`src/rtl/cmt_pkg.sv`:
```
package cmt_pkg;

    typedef enum logic [2:0] {
        ADR_CTRL = 3'd0,
        ADR_CMP0 = 3'd1,
        ADR_CMP1 = 3'd2,
        ADR_STAT = 3'd3,
        ADR_CLR  = 3'd4,
        ADR_CNT  = 3'd5
    } reg_addr_e;

    localparam int NUM_CMP   = 2;
    localparam int NUM_FLAGS = 3;
    localparam int CTRL_W    = 4;

    // control word: bit0 restart-on-match, bits 3:1 interrupt enables
    typedef struct packed {
        logic en_cm1;
        logic en_cm0;
        logic en_ovf;
        logic restart;
    } ctrl_t;

    // event / flag word: bit0 overrun, bit1 compare 0, bit2 compare 1
    typedef struct packed {
        logic cm1;
        logic cm0;
        logic ovf;
    } evt_t;

    function automatic evt_t flag_next(evt_t cur, evt_t set, evt_t clr);
        return evt_t'((cur & ~clr) | set);
    endfunction

    function automatic evt_t irq_gate(evt_t flags, ctrl_t c);
        evt_t g;
        g.ovf = flags.ovf & c.en_ovf;
        g.cm0 = flags.cm0 & c.en_cm0;
        g.cm1 = flags.cm1 & c.en_cm1;
        return g;
    endfunction

endpackage

```
`src/rtl/cmt_regfile.sv`:
```
module cmt_regfile
    import cmt_pkg::*;
#(
    parameter int CNT_W  = 16,
    parameter int DATA_W = 16
) (
    input  logic                             clk,
    input  logic                             rst,
    input  logic [2:0]                       addr,
    input  logic [DATA_W-1:0]                wdata,
    input  logic                             we,
    output ctrl_t                            ctrl,
    output logic [NUM_CMP-1:0][CNT_W-1:0]    cmp,
    output evt_t                             clr_req
);

    always_ff @(posedge clk) begin
        if (rst) begin
            ctrl <= '0;
        end else if (we && addr == 3'(ADR_CTRL)) begin
            ctrl <= ctrl_t'(wdata[CTRL_W-1:0]);
        end
    end

    for (genvar k = 0; k < NUM_CMP; k++) begin : g_cmp
        localparam logic [2:0] SLOT = 3'(ADR_CMP0) + 3'(k);
        always_ff @(posedge clk) begin
            if (rst) begin
                cmp[k] <= '0;
            end else if (we && addr == SLOT) begin
                cmp[k] <= wdata[CNT_W-1:0];
            end
        end
    end

    always_comb begin
        clr_req = '0;
        if (we && addr == 3'(ADR_CLR)) begin
            clr_req = evt_t'(wdata[NUM_FLAGS-1:0]);
        end
    end

endmodule

```
`src/rtl/cmt_counter.sv`:
```
module cmt_counter
    import cmt_pkg::*;
#(
    parameter int CNT_W = 16
) (
    input  logic                          clk,
    input  logic                          rst,
    input  logic                          tick,
    input  logic                          restart,
    input  logic [NUM_CMP-1:0][CNT_W-1:0] cmp,
    output logic [CNT_W-1:0]              cnt,
    output evt_t                          evt
);

    logic [NUM_CMP-1:0] hit;
    logic               at_top;
    logic [CNT_W-1:0]   cnt_d;

    for (genvar k = 0; k < NUM_CMP; k++) begin : g_hit
        assign hit[k] = (cmp[k] != '0) && (cnt == cmp[k]);
    end

    assign at_top = &cnt;

    always_comb begin
        evt     = '0;
        evt.ovf = tick & at_top;
        evt.cm0 = tick & hit[0];
        evt.cm1 = tick & hit[1];
    end

    always_comb begin
        cnt_d = cnt;
        if (tick) begin
            if (restart && hit[0]) begin
                cnt_d = '0;
            end else begin
                cnt_d = cnt + 1'b1;
            end
        end
    end

    always_ff @(posedge clk) begin
        if (rst) begin
            cnt <= '0;
        end else begin
            cnt <= cnt_d;
        end
    end

endmodule

```
`src/rtl/cmt_flags.sv`:
```
module cmt_flags
    import cmt_pkg::*;
(
    input  logic clk,
    input  logic rst,
    input  evt_t set,
    input  evt_t clr,
    output evt_t flags
);

    always_ff @(posedge clk) begin
        if (rst) begin
            flags <= '0;
        end else begin
            flags <= flag_next(flags, set, clr);
        end
    end

endmodule

```
`src/rtl/cmt_timer.sv`:
```
module cmt_timer
    import cmt_pkg::*;
#(
    parameter int CNT_W  = 16,
    parameter int DATA_W = 16
) (
    input  logic              clk,
    input  logic              rst,
    input  logic [2:0]        bus_addr,
    input  logic [DATA_W-1:0] bus_wdata,
    input  logic              bus_we,
    output logic [DATA_W-1:0] bus_rdata,
    input  logic              tick,
    output logic              irq_ovf,
    output logic              irq_cm0,
    output logic              irq_cm1
);

    ctrl_t                         ctrl_q;
    logic [NUM_CMP-1:0][CNT_W-1:0] cmp_q;
    evt_t                          clr_req;
    evt_t                          evt;
    evt_t                          flags_q;
    evt_t                          irq_v;
    logic [CNT_W-1:0]              cnt_q;

    cmt_regfile #(.CNT_W(CNT_W), .DATA_W(DATA_W)) u_regs (
        .clk     (clk),
        .rst     (rst),
        .addr    (bus_addr),
        .wdata   (bus_wdata),
        .we      (bus_we),
        .ctrl    (ctrl_q),
        .cmp     (cmp_q),
        .clr_req (clr_req)
    );

    cmt_counter #(.CNT_W(CNT_W)) u_cnt (
        .clk     (clk),
        .rst     (rst),
        .tick    (tick),
        .restart (ctrl_q.restart),
        .cmp     (cmp_q),
        .cnt     (cnt_q),
        .evt     (evt)
    );

    cmt_flags u_flags (
        .clk   (clk),
        .rst   (rst),
        .set   (evt),
        .clr   (clr_req),
        .flags (flags_q)
    );

    always_comb begin
        bus_rdata = '0;
        case (bus_addr)
            3'(ADR_CTRL): bus_rdata = DATA_W'(ctrl_q);
            3'(ADR_CMP0): bus_rdata = DATA_W'(cmp_q[0]);
            3'(ADR_CMP1): bus_rdata = DATA_W'(cmp_q[1]);
            3'(ADR_STAT): bus_rdata = DATA_W'(flags_q);
            3'(ADR_CNT):  bus_rdata = DATA_W'(cnt_q);
            default:      bus_rdata = '0;
        endcase
    end

    assign irq_v   = irq_gate(flags_q, ctrl_q);
    assign irq_ovf = irq_v.ovf;
    assign irq_cm0 = irq_v.cm0;
    assign irq_cm1 = irq_v.cm1;

endmodule

```
`config.mk`:
```
export PLATFORM = sky130hd
export DESIGN_NAME = cmt_timer
export DESIGN_NICKNAME = d
export VERILOG_FILES = /design/src/rtl/cmt_pkg.sv /design/src/rtl/cmt_regfile.sv /design/src/rtl/cmt_counter.sv /design/src/rtl/cmt_flags.sv /design/src/rtl/cmt_timer.sv
export SDC_FILE = /design/constraint.sdc
export NUM_CORES = 1
export LEC_CHECK = 0
export BUFFER_PORTS_ARGS = -buffer_cell sky130_fd_sc_hd__buf_2
export CORE_MARGIN = 10
export CORE_UTILIZATION = 62
export DETAILED_ROUTE_END_ITERATION = 12
export PLACE_DENSITY = 0.95
export SYNTH_ARGS = -nofsm -noshare
export SYNTH_HDL_FRONTEND = slang
export SYNTH_SLANG_ARGS = --single-unit
```
`constraint.sdc`:
```
create_clock -name clk -period 3.1 [get_ports clk]
set_input_delay 0.155 -clock clk [delete_from_list [all_inputs] [get_ports clk]]
set_output_delay 0.155 -clock clk [all_outputs]
set_load 0.01 [all_outputs]
```
# Word level (Yosys, flattened, before mapping)
# Cells that the tools add are included.
# totals
ff_bits	55
elab_cells	41
out_inout_bits	19
in_bits	23
# op_classes
mux	3
bitwise_logic	9
n_addsub	1
n_eq_ne	7
reduce_logical	11
# op_table
op	count
$pmux W16 S5	1
$eq A16 B16 Y1	2
$reduce_bool A16 Y1	2
$add A16 B1 Y16 const B	1
$mux W16	1
$reduce_and A16 Y1	1
$logic_and A1 B1 Y1	7
$and A1 B1 Y1	6
$eq A3 B2 Y1 const B	2
$eq A3 B3 Y1 const B	2
$and A3 B3 Y3	1
$eq A3 B1 Y1 const B	1
$logic_not A3 Y1	1
$mux W3	1
$not A3 Y3	1
$or A3 B3 Y3	1

# Longest topological paths before layout
# depth
depth_word	6
depth_mapped	7
mapped_depth_nobuf	6

# Cells and area by module
# A second synthesis with hierarchy kept.
# unflattened
hier_cells	356
hier_area_um2	3290.7
# by_module_without_submodules
module	n_inst	seq_area_each_um2	area_each_um2	cells_per_inst
cmt_regfile	1	720.7	1546.5	143
cmt_counter	1	320.3	1194.9	143
cmt_timer	1	0.0	444.2	58
cmt_flags	1	60.1	105.1	12

# Least setup slack after synthesis
# Ideal clock, no wire load.
# synth_timing
path_type	reg2reg
startpoint	register u_cnt.cnt[0]
endpoint	register u_cnt.cnt[0]
slack_ns	1.372
arrival_time_ns	1.613
synth_period_minus_slack_ns	1.728
setup_ns	0.115
n_path_buf	2
stages_incl_launch_ff	8
t_required_ns	2.985
cell_sequence	dfxtp_1 buf_2 xor2_1 nor4_1 nand2_1 o41ai_4 buf_6 nor2_1
# synth_between
elab_chain_cells	4
word_cells_on_any_way	5
cone_classes	add/sub: 1; eq/ne: 1; mux: 1; reduce/logical: 2
# synth_lines
element	line_no	text
from (decl)	cmt_counter.sv:11	output logic [CNT_W-1:0] cnt,
from (signal assigned)	cmt_counter.sv:47	cnt <= cnt_d;
parallel branches: the longest is 3 deep, another holds $add A16 B1 Y16	--	
$mux W16 (*)	cmt_counter.sv:35	if (restart && hit[0]) begin
# Every way passes the cells marked *.
# A chain may end at the register's enable or synchronous reset.

# Final worst setup path
# layout_timing
startpoint	register u_cnt.cnt[2]
endpoint	register u_cnt.cnt[13]
# Same word-level chain as after synthesis.

==> impl_metrics.env <==
export IMPL_synthTopCellsByArea="dfxtp_1, nand2_1, xor2_1"
export IMPL_cts_num_sinks=55
export IMPL_dieHeight_um=90.2
export IMPL_route_vias_total=2944
export IMPL_finalWeightedCongestion=0.996
export IMPL_first_global_vias=2769
export IMPL_grt_pass1_wl_um=13100
export IMPL_cts_tree="built"
export IMPL_core_area_um2=4750
export IMPL_net_switching_power_uw=368
export IMPL_maxSlewViolCount=0
export IMPL_power_share_clock=0.348
export IMPL_post_synth_num_cell_types=39
export IMPL_syn_avg_cell_area_um2=7.64
export IMPL_final_design_area_excluding_fillers_um2=3310
export IMPL_crit_family="compound AO/OA/AOI/OAI gates"
export IMPL_timing_critical_path_cells="xor2_1, nor4_1, nand2_1, o41ai_4, nor2_1"
export IMPL_fin_nets=440
export IMPL_static_leakage_power_nw=1.36
export IMPL_cp_end_kind="flop"
export IMPL_n_antenna_cell=0
export IMPL_worst_pin_slew_ps=1070
export IMPL_rsz0062_at_grt="no"
export IMPL_core_rowCount=25
export IMPL_total_cell_area_at_the_placement_stage_um2=3190
export IMPL_synth_top_cell_area_share=0.360
export IMPL_timing_hold_violations_final=0
export IMPL_ys_warnings_count=0
export IMPL_cts_max_path_buffers=2
export IMPL_cp_slowest_stage_delay_ps=830
export IMPL_power_combinational_fraction=0.115
export IMPL_die_area_um2=8140
export IMPL_cap_violations=0
export IMPL_number_of_nets_with_antenna_violations_after_routing=0
export IMPL_post_cts_repair_setup_buffers=0
export IMPL_master_cell_of_the_clock_root_buffer="clkbuf_8"
export IMPL_cp_data_arrival_time_ps=2380
export IMPL_sequential_share_of_the_synthesized_area=0.360
export IMPL_post_synth_inst_count=400
export IMPL_mostFrequentLayoutCell="nand2_1"
export IMPL_power_density_nw_per_um2=424
export IMPL_io_pin_count=42
export IMPL_report_final_setup_viol=0
export IMPL_timing_critical_path_buf_inv=0
export IMPL_power_ir_vdd_worst_mv=0.307
export IMPL_switching_share_of_power=0.263
export IMPL_first_drt_iteration_drcs=359
export IMPL_grtUsageTotal=0.191
export IMPL_antenna_violations_before_repair=0
export IMPL_path_max_fanout=15
export IMPL_fin_crit_sh=0.714
export IMPL_achievable_frequency_ghz=0.452
export IMPL_cts_clk_slew_worst_paths_ps=100
export IMPL_htreeDepth=2
export IMPL_commonest_cells_after_routing_fill_and_taps_aside="nand2_1, dfxtp_1, buf_2"
export IMPL_p_int_mw=1.03
export IMPL_ys_seq_elements=55
export IMPL_power_frac_seq=0.537
export IMPL_postCtsHoldBufs=0
export IMPL_final_core_util=0.696
export IMPL_post_drt_via_cell_ratio=6.08
export IMPL_place_detailed_hpwl_um=6000
export IMPL_grt_start_max_net_pins=42
export IMPL_insertion_delay_ps=310
export IMPL_die_w_um=90.2
export IMPL_finalSetupTns_ps=0
export IMPL_finalNonFillerCells=484
export IMPL_hold_wc_path_type="in -> reg"
export IMPL_post_route_cells_drive_above_1_share=0.141
export IMPL_detailedRoute_firstPassIterationCount=5
export IMPL_port_buffer_count=41
export IMPL_fillers=389
export IMPL_routed_wire_length_per_instance_um=16.8
export IMPL_run_status="complete, no violations"
export IMPL_syn_area_um2=3060
export IMPL_cp_data_required_time_ps=3270
export IMPL_synth_top_area_cell="dfxtp_1"
export IMPL_worst_setup_skew_after_layout_ps=7.06
export IMPL_globalRoute_totalOverflow=0
export IMPL_min_period_ps=2210
export IMPL_critPathLaunchType="flop"
export IMPL_total_wirelength_um=8130
export IMPL_relSlewSlack=0.287
export IMPL_standard_cell_with_the_maximum_stage_delay_on_the_critical_path="o41ai_4"
export IMPL_floorplan_initialDensity=0.643
export IMPL_cts_buffers=5
export IMPL_flow_area_growth_from_synthesis_pct=8.19
export IMPL_worstSetupPathType="reg -> reg"
export IMPL_cts_repair_resize_count=0
export IMPL_numPlacedInstances=476
export IMPL_detail_route_drc_violations=0
export IMPL_synth_nets=424
==> per-stage QoR <==
| stage | power (mW) | setup WS (ps) | hold slack (ps) |
|---|---|---|---|
| floorplan | 0.877 | 1370 | 291 |
| global placement | 0.920 | 1040 | 407 |
| detailed placement | 0.923 | 923 | 413 |
| CTS | 1.40 | 906 | 71.3 |
| global route | 1.45 | 708 | 71.0 |
| finish | 1.40 | 887 | 78.1 |
==> tightest hold or removal path: cells and delay by family <==
| kind | cells | cell delay, ps |
|---|---|---|
| AOI/OAI and AO/OA | 1 | 50 |
| buffers and inverters | 1 | 100 |
| and+or+nand+nor | 1 | 50 |
==> path summary, 6_finish.rpt <==
kind / slack [ps] / from / cells past startpoint / to
worst max-delay path: 890 / u_cnt.cnt[2] / 5 / u_cnt.cnt[13]
worst max register to register: 890 / u_cnt.cnt[2] / 5 / u_cnt.cnt[13]
worst min register to register: 490 / u_flags.flags[2] / 2 / u_flags.flags[2]
worst min-delay path: 80 / bus_wdata[9] / 3 / u_regs.cmp[25]
==> synth_stat cells <==
cell	instances
dfxtp_1	55
a22oi_1	12
xor2_1	33
nor4b_1	1
nand3_1	3
or4_1	1
nand4_1	7
nor3b_2	1
nand2b_1	1
o31ai_1	1
and2_1	4
o41ai_4	1
a31oi_1	1
clkbuf_2	1
nand2_1	98
a31o_2	1
nor4bb_1	1
mux2i_1	11
or3_1	1
nor2_1	27
inv_1	2
or3b_2	1
and4_1	1
a21oi_1	35
a32oi_1	1
buf_2	6
nor4_1	16
nor3_2	1
nor3b_1	1
nor3_1	6
nand4_2	1
o21ai_0	19
clkbuf_1	23
or2_2	1
ha_1	1
nor2b_1	3
buf_6	5
xnor2_1	13
and3_1	3
==> final cells by class <==
type,count,area (um2),area share
Clock inverter,3,47.5,0.0144
Multi-Input combinational cell,308,1770,0.535
Tap cell,67,83.8,0.0253
Clock buffer,5,68.8,0.0208
Timing Repair Buffer,44,228,0.0689
Sequential cell,55,1100,0.333
Inverter,2,7.51,0.00227
==> sequential cells by signal, summed over array words and instances, names as in the netlist <==
signal and flops:
u_regs.cmp 32, u_cnt.cnt 16, u_regs.ctrl 4, u_flags.flags 3
==> routing by layer <==
layer  vias up  wire length (um)  track usage
li1       1382                 -            -
met2       165              3880        0.304
met4         0               197       0.0915
met1      1367              3400        0.243
met5         -                 0            0
met3        30               643       0.0357
==> power by group through the flow <==
stage          clock (mW)  combinational [mW]  sequential (mW)
6_report            0.488               0.162            0.752
3_5_place_dp            0               0.157            0.767
4_1_cts             0.495               0.159            0.751
3_3_place_gp            0               0.153            0.767
5_1_grt             0.519               0.177            0.755
2_1_floorplan           0               0.125            0.752
==> kinds of logic after synthesis <==
kind of cell | synth area share
AND/OR/NAND/NOR | 0.270
multiplexers | 0.0360
AO/OA/AOI/OAI | 0.137
buffers and inverters | 0.0606
XOR/XNOR | 0.132
adder cells (fa/ha/maj) | 0.00409
flip-flops | 0.360
(Power assumes the default switching activity.)
